--- src/rtl/pata_pio_pkg.sv ---
package pata_pio_pkg;

    localparam int DATA_W   = 16;
    localparam int REG_A_W  = 3;
    localparam int HOST_A_W = 5;
    localparam int BANK_BIT = HOST_A_W - 1;
    localparam int LANE_W   = 8;

    // One latched access, as seen on the device side
    typedef struct packed {
        logic               write;
        logic               alt;
        logic [REG_A_W-1:0] reg_a;
        logic               word;
        logic [DATA_W-1:0]  wdata;
    } pio_xfer_t;

    // Nanoseconds to whole clock cycles, rounding up
    function automatic int ns_to_cycles(int ns, int clk_ns);
        return (ns + clk_ns - 1) / clk_ns;
    endfunction

endpackage

--- src/rtl/pio_timing_regs.sv ---
module pio_timing_regs
    import pata_pio_pkg::*;
#(
    parameter int CNT_W     = 8,
    parameter int DEF_SETUP = 4,
    parameter int DEF_PULSE = 15,
    parameter int DEF_CYCLE = 30,
    localparam int T_W      = CNT_W + 2
) (
    input  logic             clk,
    input  logic             rst,
    input  logic             cfg_we,
    input  logic             cfg_ok,
    input  logic [CNT_W-1:0] cfg_setup,
    input  logic [CNT_W-1:0] cfg_pulse,
    input  logic [CNT_W-1:0] cfg_cycle,
    output logic [T_W-1:0]   eff_setup,
    output logic [T_W-1:0]   eff_active,
    output logic [T_W-1:0]   eff_cycle
);

    logic [CNT_W-1:0] setup_q, pulse_q, cycle_q;
    logic [T_W-1:0]   pulse_w, floor_w;

    always_ff @(posedge clk) begin
        if (rst) begin
            setup_q <= CNT_W'(DEF_SETUP);
            pulse_q <= CNT_W'(DEF_PULSE);
            cycle_q <= CNT_W'(DEF_CYCLE);
        end else if (cfg_we && cfg_ok) begin
            setup_q <= cfg_setup;
            pulse_q <= cfg_pulse;
            cycle_q <= cfg_cycle;
        end
    end

    // Ringing margin, minimum pulse, minimum recovery
    always_comb begin
        eff_setup  = T_W'(setup_q) + T_W'(1);
        pulse_w    = (pulse_q == '0) ? T_W'(1) : T_W'(pulse_q);
        eff_active = eff_setup + pulse_w;
        floor_w    = eff_active + T_W'(2);
        eff_cycle  = (T_W'(cycle_q) < floor_w) ? floor_w : T_W'(cycle_q);
    end

endmodule

--- src/rtl/pio_addr_map.sv ---
module pio_addr_map
    import pata_pio_pkg::*;
(
    input  logic                host_write,
    input  logic [HOST_A_W-1:1] host_addr_hi,
    input  logic                host_word,
    input  logic [DATA_W-1:0]   host_wdata,
    output pio_xfer_t           xfer
);

    logic is_data_reg;

    always_comb begin
        xfer.write  = host_write;
        xfer.alt    = host_addr_hi[BANK_BIT];
        xfer.reg_a  = host_addr_hi[REG_A_W:1];
        is_data_reg = !xfer.alt && (xfer.reg_a == '0);
        xfer.word   = host_word && is_data_reg;
        xfer.wdata  = xfer.word ? host_wdata
                                : {{(DATA_W-LANE_W){1'b0}}, host_wdata[LANE_W-1:0]};
    end

endmodule

--- src/rtl/pio_cycle_seq.sv ---
module pio_cycle_seq
    import pata_pio_pkg::*;
#(
    parameter int T_W = 10
) (
    input  logic               clk,
    input  logic               rst,
    input  logic               req,
    input  pio_xfer_t          xfer,
    input  logic [T_W-1:0]     eff_setup,
    input  logic [T_W-1:0]     eff_active,
    input  logic [T_W-1:0]     eff_cycle,
    input  logic               iordy,
    input  logic [DATA_W-1:0]  dd_in,
    output logic               idle,
    output logic               done,
    output logic [DATA_W-1:0]  rdata,
    output logic               cs0_n,
    output logic               cs1_n,
    output logic [REG_A_W-1:0] da,
    output logic               dior_n,
    output logic               diow_n,
    output logic [DATA_W-1:0]  dd_out,
    output logic               dd_oe
);

    logic              busy_q;
    logic [T_W-1:0]    t_q, s_q, a_q, c_q;
    pio_xfer_t         x_q;
    logic [DATA_W-1:0] rdata_q;
    logic              in_pulse, last, stall, cs_on;

    assign in_pulse = busy_q && (t_q >= s_q) && (t_q < a_q);
    assign last     = busy_q && (t_q == c_q - T_W'(1));
    assign stall    = in_pulse && !iordy;

    always_ff @(posedge clk) begin
        if (rst) begin
            busy_q  <= 1'b0;
            t_q     <= '0;
            s_q     <= '0;
            a_q     <= '0;
            c_q     <= '0;
            x_q     <= '0;
            rdata_q <= '0;
        end else begin
            if (!busy_q) begin
                if (req) begin
                    busy_q <= 1'b1;
                    t_q    <= '0;
                    s_q    <= eff_setup;
                    a_q    <= eff_active;
                    c_q    <= eff_cycle;
                    x_q    <= xfer;
                end
            end else if (last) begin
                busy_q <= 1'b0;
            end else if (!stall) begin
                t_q <= t_q + T_W'(1);
            end
            // sample just before the read strobe rises
            if (in_pulse && iordy && !x_q.write && (t_q == a_q - T_W'(1)))
                rdata_q <= x_q.word ? dd_in
                                    : {{(DATA_W-LANE_W){1'b0}}, dd_in[LANE_W-1:0]};
        end
    end

    always_comb begin
        cs_on  = busy_q && (t_q >= T_W'(1)) && (t_q < c_q - T_W'(1));
        cs0_n  = !(cs_on && !x_q.alt);
        cs1_n  = !(cs_on && x_q.alt);
        da     = x_q.reg_a;
        dior_n = !(in_pulse && !x_q.write);
        diow_n = !(in_pulse && x_q.write);
        dd_oe  = busy_q && x_q.write && (t_q < a_q);
        dd_out = dd_oe ? x_q.wdata : '0;
        idle   = !busy_q;
        done   = last;
        rdata  = rdata_q;
    end

endmodule

--- src/rtl/pata_pio_engine.sv ---
module pata_pio_engine
    import pata_pio_pkg::*;
#(
    parameter int CLK_NS    = 20,
    parameter int CNT_W     = 8,
    parameter int SETUP_NS  = 70,
    parameter int ACTIVE_NS = 290,
    parameter int CYCLE_NS  = 600
) (
    input  logic                clk,
    input  logic                rst,
    input  logic                cfg_we,
    input  logic [CNT_W-1:0]    cfg_setup,
    input  logic [CNT_W-1:0]    cfg_pulse,
    input  logic [CNT_W-1:0]    cfg_cycle,
    input  logic                host_req,
    input  logic                host_write,
    input  logic [HOST_A_W-1:0] host_addr,
    input  logic                host_word,
    input  logic [DATA_W-1:0]   host_wdata,
    output logic [DATA_W-1:0]   host_rdata,
    output logic                host_done,
    output logic                ata_cs0_n,
    output logic                ata_cs1_n,
    output logic [REG_A_W-1:0]  ata_da,
    output logic                ata_dior_n,
    output logic                ata_diow_n,
    output logic [DATA_W-1:0]   ata_dd_out,
    output logic                ata_dd_oe,
    input  logic [DATA_W-1:0]   ata_dd_in,
    input  logic                ata_iordy
);

    localparam int T_W       = CNT_W + 2;
    localparam int DEF_SETUP = ns_to_cycles(SETUP_NS, CLK_NS);
    localparam int DEF_PULSE = ns_to_cycles(ACTIVE_NS, CLK_NS);
    localparam int DEF_CYCLE = ns_to_cycles(CYCLE_NS, CLK_NS);

    logic [T_W-1:0] eff_setup, eff_active, eff_cycle;
    pio_xfer_t      xfer;
    logic           seq_idle;
    logic           unused_lsb;

    assign unused_lsb = host_addr[0];

    pio_timing_regs #(
        .CNT_W(CNT_W), .DEF_SETUP(DEF_SETUP),
        .DEF_PULSE(DEF_PULSE), .DEF_CYCLE(DEF_CYCLE)
    ) u_regs (
        .clk(clk), .rst(rst), .cfg_we(cfg_we),
        .cfg_ok(seq_idle && !host_req),
        .cfg_setup(cfg_setup), .cfg_pulse(cfg_pulse), .cfg_cycle(cfg_cycle),
        .eff_setup(eff_setup), .eff_active(eff_active), .eff_cycle(eff_cycle)
    );

    pio_addr_map u_map (
        .host_write(host_write), .host_addr_hi(host_addr[HOST_A_W-1:1]),
        .host_word(host_word), .host_wdata(host_wdata), .xfer(xfer)
    );

    pio_cycle_seq #(.T_W(T_W)) u_seq (
        .clk(clk), .rst(rst), .req(host_req), .xfer(xfer),
        .eff_setup(eff_setup), .eff_active(eff_active), .eff_cycle(eff_cycle),
        .iordy(ata_iordy), .dd_in(ata_dd_in),
        .idle(seq_idle), .done(host_done), .rdata(host_rdata),
        .cs0_n(ata_cs0_n), .cs1_n(ata_cs1_n), .da(ata_da),
        .dior_n(ata_dior_n), .diow_n(ata_diow_n),
        .dd_out(ata_dd_out), .dd_oe(ata_dd_oe)
    );

endmodule

--- config.mk ---
export PLATFORM = sky130hd
export DESIGN_NAME = pata_pio_engine
export DESIGN_NICKNAME = d
export VERILOG_FILES = /design/src/rtl/pata_pio_pkg.sv /design/src/rtl/pio_timing_regs.sv /design/src/rtl/pio_addr_map.sv /design/src/rtl/pio_cycle_seq.sv /design/src/rtl/pata_pio_engine.sv
export SDC_FILE = /design/constraint.sdc
export NUM_CORES = 1
export LEC_CHECK = 0
export ABC_AREA = 1
export BUFFER_PORTS_ARGS = -buffer_cell sky130_fd_sc_hd__buf_2
export CAP_MARGIN = 20
export CORE_ASPECT_RATIO = 1.4
export CORE_MARGIN = 3
export CORE_UTILIZATION = 35
export DETAILED_ROUTE_END_ITERATION = 16
export PLACE_DENSITY_LB_ADDON = 0.25
export SLEW_MARGIN = 20
export SYNTH_ARGS = -nofsm -noshare
export SYNTH_HDL_FRONTEND = slang
export SYNTH_HIERARCHICAL = 1
export SYNTH_SLANG_ARGS = --single-unit
--- constraint.sdc ---
create_clock -name clk -period 5.7 [get_ports clk]
set_input_delay 0.285 -clock clk [delete_from_list [all_inputs] [get_ports clk]]
set_output_delay 0.285 -clock clk [all_outputs]
set_load 0.03 [all_outputs]
==> PnR_summary.wiki <==
{| class="wikitable"
! Metric !! Value
|-
| Result of the run || finished clean
|-
| Most used flip-flop cell after synthesis || sky130_fd_sc_hd__dfxtp_1
|-
| Max IR drop VDD || 0.1443 mV
|-
| Final worst path period need || 3832 ps
|-
| Pin count of the biggest net entering global routing || 59
|-
| Number of H-tree branching levels || 3
|-
| Placed wire-length estimate || 12850 um
|-
| Clock Root Buffer || sky130_fd_sc_hd__clkbuf_16
|-
| Number of nets with antenna violations after routing || 0
|-
| Length of routed met2 wiring || 8618 um
|-
| Fmax achieved || 0.2609 GHz
|-
| Final clock period utilization by the worst path || 0.6724
|-
| Number of global-route vias before repair || 5803
|-
| Average instance area after synthesis || 6.553 um^2
|-
| Critical hold path startpoint || cfg_cycle[4]
|-
| Core Area || 18820 um^2
|-
| Total placed cells including tap cells || 1332
|-
| Share of synthesized area spent on multiplexers || 0
|-
| Buffers inserted during post-CTS setup optimization || 0
|-
| Hold_buf cts || 0
|-
| Final Setup Violations || 0
|-
| Required @ worst endpoint || 5990 ps
|-
| Overall fraction of global-route tracks in use || 0.1611
|-
| Final clock skew || 10.16 ps
|-
| Standard-cell row count || 59
|-
| First-pass GRT wire length || 27260 um
|-
| Cell type with the largest total area after synthesis || sky130_fd_sc_hd__dfxtp_1
|-
| Setup repair after global routing missed its margin || no
|-
| Worst Hold Path EP || u_regs/cycle_q[4]
|-
| Arrival time at the worst endpoint || 4120 ps
|-
| Area share of xor/xnor cells in the synthesized design || 0.04121
|-
| Routability cong. || 0.8214
|-
| Final count of pins violating max slew || 0
|-
| Num Clock Sinks || 103
|-
| Worst skew pair latency || 360 ps
|-
| Worst Max-Slew Pin Slew || 820.8 ps
|-
| Initial core utilization || 0.3613
|-
| Pwr/cell area || 262.9 nW/um^2
|-
| Total Routed Length || 16460 um
|-
| Die width || 123.8 um
|-
| Fraction of layout instances using a drive strength above 1 || 0.1513
|-
| Category of the worst setup path capture point || flop
|-
| Vias/cell || 4.565
|-
| Total of flip-flops plus latches after synthesis || 103
|-
| Crit path kind || reg2reg
|-
| Leakage power || 3.943 nW
|-
| Crit Reg-Reg Startpoint || u_regs/pulse_q[1]
|-
| Cell Area, Synth || 6802 um^2
|-
| Global route overflow || 0
|-
| Area added between synthesis and finish || 12.79%
|-
| Fraction of the yosys area taken by sequential cells || 0.3032
|-
| Slowest cell on the critical path || sky130_fd_sc_hd__dfxtp_1
|-
| Routed vias || 6153
|-
| Cell-by-cell listing of the critical path || nor3_1 > a21o_1 > ha_1 > fa_1 > xnor2_1 > inv_1 > ha_1 > nand2_1 > nor2_4 > xor2_1 > ha_1 > a21oi_1 > o21ai_0 > o211ai_1 > nand3b_2 > nand3_4 > nand2_1 > nand2_1 > o21ai_0 > a21oi_1
|-
| WL met1 || 7134 um
|-
| Hold Crit Depth || 3
|-
| Uppermost metal layer occupied by signal nets || met4
|-
| Number of antenna violations at the first check in global routing || 0
|-
| Critical path's largest stage delay || 420 ps
|-
| Critical Path Source Type || flop
|-
| Dominant combinational cell family by area after synthesis || simple AND/OR/NAND/NOR gates
|-
| Worst min-delay path category || in2reg
|-
| Sum of negative setup slack || 0 ps
|-
| Full die area || 21160 um^2
|-
| Syn. warnings || 6
|-
| Relative slew margins || 0.4515
|-
| Dominant cells by area after synthesis || sky130_fd_sc_hd__dfxtp_1 (30%), sky130_fd_sc_hd__nand2_1 (12%), sky130_fd_sc_hd__ha_1 (9.6%), sky130_fd_sc_hd__inv_1 (8.2%), sky130_fd_sc_hd__nor2_1 (8.1%)
|-
| Worst path buffer plus inverter count || 1
|-
| Die extent in y || 170.9 um
|-
| Clk buf depth || 2
|-
| DRC || 0
|-
| Port Buf Inserts || 107
|-
| Fraction of synthesized cell area taken by the top area cell type || 0.3032
|-
| Average routed wire per standard cell || 12.21 um
|-
| Iteration-0 DRC count of the detailed router || 207
|-
| Inserted Diodes || 0
|-
| Number of enable-type register cells in the synthesized netlist || 0
|-
| MaxCap Viol Count || 0
|-
| Total nets after synthesis || 1159
|-
| Post-CTS sizing || 0
|-
| TritonCTS clock tree || done
|-
| Gate count of the mapped netlist || 1038
|-
| Number of top-level pins || 109
|-
| Final layout net count || 1220
|-
| Worst flop-to-flop path endpoint || u_seq/c_q[1]
|-
| R2r worst-path depth || 20
|-
| Number of cells in the finished layout apart from fillers || 1348
|-
| Compound-Gate Fraction of Synth Area || 0.1174
|-
| Number of hold violations in the final report || 0
|-
| Fraction of registers with async set or reset after synthesis || 0
|-
| Reg-to-reg setup timing slack || 1870 ps
|-
| Met3 layer wire length in the routed design || 385 um
|-
| Unique masters post-synth || 42
|-
| Cell family contributing the most delay on the critical path || adder cells
|-
| Max Fanout on Critical Path || 9
|-
| Post-synthesis simple-gate area fraction || 0.3089
|-
| Clock buffer count from CTS || 9
|-
| Clock slew at reported path FFs || 70 ps
|-
| 1st-pass router iterations || 4
|-
| Arithmetic-cell share of the synthesized area counting full adders, half adders and majority gates || 0.09860
|}
cells in the final DEF (no fill, tap or decap), drive strengths merged, types with 2 or more instances in the layout:
cell type | netlist | routed
nand2 | 235 | 235
nor2 | 160 | 160
inv | 155 | 158
buf | 23 | 109
dfxtp | 103 | 103
o21ai | 75 | 75
a21oi | 70 | 70
nand3 | 54 | 54
ha | 52 | 52
xor2 | 18 | 18
nand4 | 15 | 15
xnor2 | 14 | 14
clkbuf | 36 | 9
nor3 | 8 | 8
nor4 | 3 | 3
nand3b | 3 | 3
clkinv | 1 | 3
a21o | 2 | 2
o211ai | 2 | 2
layout make-up:
type / count / area (um^2)
inverters: 156 / 585.6
repair buffers: 109 / 550.5
multi-input cells: 720 / 3856
well taps: 244 / 305.3
fillers: 2098 / 11150
flip-flops and latches: 103 / 2062
clock buffers: 9 / 225.2
clock inverters: 7 / 86.33
worst max-delay path by stage:
| stage | from | endpoint | slack (ps) | cells after the start |
|---|---|---|---|---|
| 2_1_floorplan | u_regs/pulse_q[6] | u_seq/c_q[0] | 2360 | 20 |
| 3_3_place_gp | u_regs/pulse_q[7] | u_seq/c_q[1] | 1840 | 18 |
| 3_5_place_dp | u_regs/pulse_q[7] | u_seq/c_q[1] | 1810 | 18 |
| 4_1_cts | u_regs/pulse_q[7] | u_seq/c_q[1] | 1790 | 18 |
| 5_1_grt | u_regs/pulse_q[1] | u_seq/c_q[1] | 1360 | 20 |
| 6_report | u_regs/pulse_q[1] | u_seq/c_q[1] | 1870 | 20 |
worst min-delay path, cell delays in order:
cell and delay [ps]:
sky130_fd_sc_hd__buf_2 70, sky130_fd_sc_hd__nand2_1 40, sky130_fd_sc_hd__nand3_1 50
power by group:
part,switching (mW),internal [mW]
sequential,0.0338,0.764
combinational,0.353,0.212
clock,0.303,0.351
routing by layer:
metal,GRT usage,up-vias
met5,0,-
li1,-,3363
met1,0.1870,2691
met3,0.02083,21
met4,0.05976,0
met2,0.2964,78
per-stage QoR:
step | instance area, um^2 | util | hold slack [ps] | setup WS [ps] | power, mW
finish | 7671 | 0.4075 | 123.7 | 1868 | 2.017
detailed placement | 7360 | 0.3910 | 444.1 | 1809 | 1.388
CTS | 7671 | 0.4075 | 107.9 | 1786 | 2.052
global placement | 7360 | 0.3910 | 441.6 | 1836 | 1.380
floorplan | 6802 | - | 398.2 | 2361 | 1.259
global route | 7671 | 0.4075 | 127.9 | 1362 | 2.172
Yosys cell counts, types with 10 or more instances:
cell type and count:
sky130_fd_sc_hd__a21oi_1 69, sky130_fd_sc_hd__buf_4 17, sky130_fd_sc_hd__nor2_1 146, sky130_fd_sc_hd__xor2_1 18, sky130_fd_sc_hd__dfxtp_1 103, sky130_fd_sc_hd__nand3_1 49
sky130_fd_sc_hd__inv_1 148, sky130_fd_sc_hd__clkbuf_1 35, sky130_fd_sc_hd__nor2_2 10, sky130_fd_sc_hd__ha_1 52, sky130_fd_sc_hd__nand2_1 224, sky130_fd_sc_hd__xnor2_1 14
sky130_fd_sc_hd__o21ai_0 74, sky130_fd_sc_hd__nand4_1 14
registers in the layout (all words and copies together) (netlist names):
register / cells
u_seq/rdata: 16
u_seq/c_q: 10
u_seq/x_q: 19
u_seq/t_q: 10
u_seq/a_q: 10
u_regs/pulse_q: 8
u_regs/setup_q: 8
u_seq/s_q: 10
u_seq/busy_q: 1
u_seq/da: 3
u_regs/cycle_q: 8
cell families (layout without fill, tap and decap cells):
family,Yosys count,after routing
buf+inv,215,281
fa+ha+maj,53,53
simple gates,480,480
compound gates,154,154
other cells,1,1
xor+xnor,32,32
flops,103,103
(Power assumes the default switching activity.)
